`config.mk`:
```
export PLATFORM = sky130hd
export DESIGN_NAME = omega_flip_permuter
export DESIGN_NICKNAME = d
export VERILOG_FILES = /design/src/rtl/omega_flip_permuter.sv
export SDC_FILE = /design/constraint.sdc
export NUM_CORES = 1
export LEC_CHECK = 0
export ABC_AREA = 1
export BUFFER_PORTS_ARGS = -buffer_cell sky130_fd_sc_hd__buf_4
export CAP_MARGIN = 20
export CORE_MARGIN = 2
export CORE_UTILIZATION = 40
export DETAILED_ROUTE_END_ITERATION = 6
export MAX_ROUTING_LAYER = met4
export PLACE_DENSITY_LB_ADDON = 0.2
export SYNTH_ARGS = -nofsm -noshare
export SYNTH_HDL_FRONTEND = slang
export SYNTH_SLANG_ARGS = --single-unit
```
`constraint.sdc`:
```
create_clock -name vclk -period 2.7
set_input_delay 0 -clock vclk [all_inputs]
set_output_delay 0 -clock vclk [all_outputs]
set_load 0.05 [all_outputs]
```
`src/rtl/omega_flip_permuter.sv`:
```
module omega_flip_permuter #(
  parameter int WIDTH = 64
) (
  input  logic [WIDTH-1:0] data_in,
  input  logic [WIDTH-1:0] ctrl_in,
  input  logic [3:0]       stage_en,
  output logic [WIDTH-1:0] data_out
);

  localparam int LG     = $clog2(WIDTH);
  localparam int HALF   = WIDTH / 2;
  localparam int STAGES = 4;
  localparam int N_OMEGA = 2;

  logic             two_set;
  logic [3:0]       act;
  logic [WIDTH-1:0] link [0:STAGES];

  assign two_set  = ($countones(stage_en) == 2);
  assign act      = two_set ? stage_en : 4'b0000;
  assign link[0]  = data_in;
  assign data_out = link[STAGES];

  for (genvar s = 0; s < STAGES; s++) begin : g_stage
    logic             use_hi;
    logic [HALF-1:0]  cfg;
    logic [WIDTH-1:0] nxt;

    if (s == 0) begin : g_first
      assign use_hi = 1'b0;
    end else begin : g_later
      assign use_hi = |act[s-1:0];
    end

    assign cfg         = use_hi ? ctrl_in[WIDTH-1:HALF] : ctrl_in[HALF-1:0];
    assign link[s+1]   = nxt;

    for (genvar j = 0; j < WIDTH; j++) begin : g_bit
      localparam int ROL_J  = ((j << 1) | (j >> (LG - 1))) & (WIDTH - 1);
      localparam int ROR_J  = (j >> 1) | ((j & 1) << (LG - 1));
      localparam int ROR_J1 = ((j ^ 1) >> 1) | (((j ^ 1) & 1) << (LG - 1));

      if (s < N_OMEGA) begin : g_omega
        assign nxt[j] = !act[s]        ? link[s][j] :
                        cfg[j >> 1]    ? link[s][ROR_J1] : link[s][ROR_J];
      end else begin : g_flip
        assign nxt[j] = !act[s]           ? link[s][j] :
                        cfg[ROL_J >> 1]   ? link[s][ROL_J ^ 1] : link[s][ROL_J];
      end
    end
  end

endmodule

```
==> impl_metrics.tcl <==
set metrics [dict create \
    end_kind "output port" \
    clock_buffer_count 0 \
    worstHoldEndpoint "data_out[31]" \
    grt-ovfl-total 0 \
    setup_tns_ns -5.77 \
    synth_area_um2 8550 \
    numPortBuffers 196 \
    violations "negative setup slack" \
    start_kind "input port" \
    grtUsageMet1_pct 47.7 \
    worstHoldPathType "in2out" \
    dpl-instance-area_um2 11500 \
    antenna_found_initial 0 \
    drv_cap 0 \
    ant_nets 0 \
    power_mw 7.75 \
    syn_nets 2094 \
    timing.final.ws_setup_ns -0.183 \
    holdPathStages 7 \
    tightest_slew_ns 0.817 \
    final_cell_mix "nand2_1 (758), nand3_1 (334), buf_4 (251)" \
    grt-busiest-layer "met2" \
    wl_per_cell_um 17.5 \
    groute.usage.overall_pct 37.1 \
    grt_max_degree 63 \
    rsz0062_at_grt "yes" \
    syn_inst 1959 \
    routed_via_density 5.80 \
    fin_area_um2 14600 \
    cp_max_fo 7 \
    p_leak_nw 7.80 \
    register_area_um2 0 \
    slew_viol_final 0 \
    vias 14600 \
    grt_pass1_wl_mm 66.1 \
    cts_hold_buffers 0 \
    utilization_pct 69.3 \
    area_delta_synth_final_pct 70.4 \
    min_from "ctrl_in[63]" \
    chipHeight_um 150 \
    required_ns 2.70 \
    syn_avg_cell_area_um2 4.36 \
    synth.distinct_cells 23 \
    design.seq.count 0 \
    antenna_cells 0 \
    die_width_um 150 \
    max_freq_mhz 347 \
    yosysWarnings 0 \
    synth-seq-area-share_pct 0 \
    relSlewSlack_pct 45.6 \
    place_hpwl_mm 30.4 \
    core.rowCount 53 \
    drc 0 \
    nNetsFinal 2375 \
    finalSetupViolations 64 \
    post-route-period-util_pct 107 \
    power_density_nw_per_um2 533 \
    start_util_pct 40.7 \
    met3_usage_pct 2.64 \
    status "complete, but fails checks" \
    die-area_um2 22500 \
    grt_pass1_vias 13300 \
    hold_viol 0 \
    use_met2_pct 61.5 \
    fp.coreArea_um2 21000 \
    place.gp.congestion 0.948 \
    finalCriticalPeriod_ns 2.88 \
    mostFrequentLayoutCell "nand2_1" \
    worstPathArrival_ns 2.88 \
    drt_iter0_markers 1479 \
    io_pins 196 \
    criticalPathCategory "in2out" \
    routed_wl_mm 43.9 \
    first_pass_iters 6 \
    drive_gt1_share_pct 40.3 \
    vdd_drop_max_uv 414 \
]
## metal layers
layer,vias to the layer above,share of wire (%)
met1,6590,39
met4,0,5.4
met2,871,46
li1,6914,-
met3,210,9.6
met5,-,0
## critical path: stages
cell and delay [ns]:
buf_6 0.07, inv_4 0.03, fa_1 0.52, inv_1 0.05
ha_2 0.18, ha_4 0.29, nand2_2 0.06, nor2_4 0.11
buf_12 0.18, buf_12 0.14, buf_16 0.12, nand3_1 0.06
nand2_1 0.14, nand2_1 0.09, nand3_2 0.09, buf_4 0.12
nand3_2 0.10, nand3_4 0.12, nand3_1 0.08, nand3_1 0.10
nand2_2 0.07, buf_8 0.15
## timing repair
item                       in CTS  in global routing
setup buffers                  17                  1
setup endpoints to repair      64                 64
pin swaps                      91                 98
cloned                         12                  3
resized for setup             367                259
## cell type report
cell class,instances,area [µm²]
fillers,1847,6460
multi-input cells,1660,9550
repair buffers,372,3880
inverters,206,788
well taps,275,344
## cells in the mapped netlist, drive strengths merged
cell type / instances / share of area [%]
fa: 1 / 0.23
nor2: 8 / 0.61
o21ai: 77 / 5.8
o21a: 2 / 0.18
nand3: 591 / 35
clkbuf: 38 / 1.7
nand4: 29 / 2.1
ha: 2 / 0.29
clkinv: 10 / 0.44
buf: 55 / 3.5
nand2: 948 / 42
a21o: 2 / 0.18
inv: 196 / 8.6
## stage by stage
step           setup slack, ns  hold WS (ns)  cells
2_1_floorplan           -0.100         0.398   1959
3_3_place_gp            -0.336         0.620   2481
3_5_place_dp            -0.380         0.635   2481
4_1_cts                 -0.110         0.602   2510
5_1_grt                 -0.264         0.590   2513
6_report                -0.183         0.551   2513
## kinds of logic after synthesis
| group | synth area share [%] |
|---|---|
| AND/OR/NAND/NOR | 79.1 |
| buffers and inverters | 14.2 |
| AO/OA/AOI/OAI | 6.18 |
| adder cells (fa/ha/maj) | 0.527 |
## how the worst max path moves through the flow
stage / start / slack, ns / depth (start not counted) / endpoint
after floorplan: stage_en[0] / -0.10 / 16 / data_out[63]
after global placement: stage_en[0] / -0.34 / 19 / data_out[1]
after detailed placement: stage_en[0] / -0.38 / 20 / data_out[1]
after CTS: stage_en[3] / -0.11 / 20 / data_out[25]
after global routing: stage_en[3] / -0.26 / 22 / data_out[40]
final: stage_en[3] / -0.18 / 22 / data_out[4]
## power by group
group          internal [mW]  switching (mW)
registers                  0               0
logic                   2.95            4.80
clock network              0               0
total                   2.95            4.80
Power figures use the tool's default switching activity.
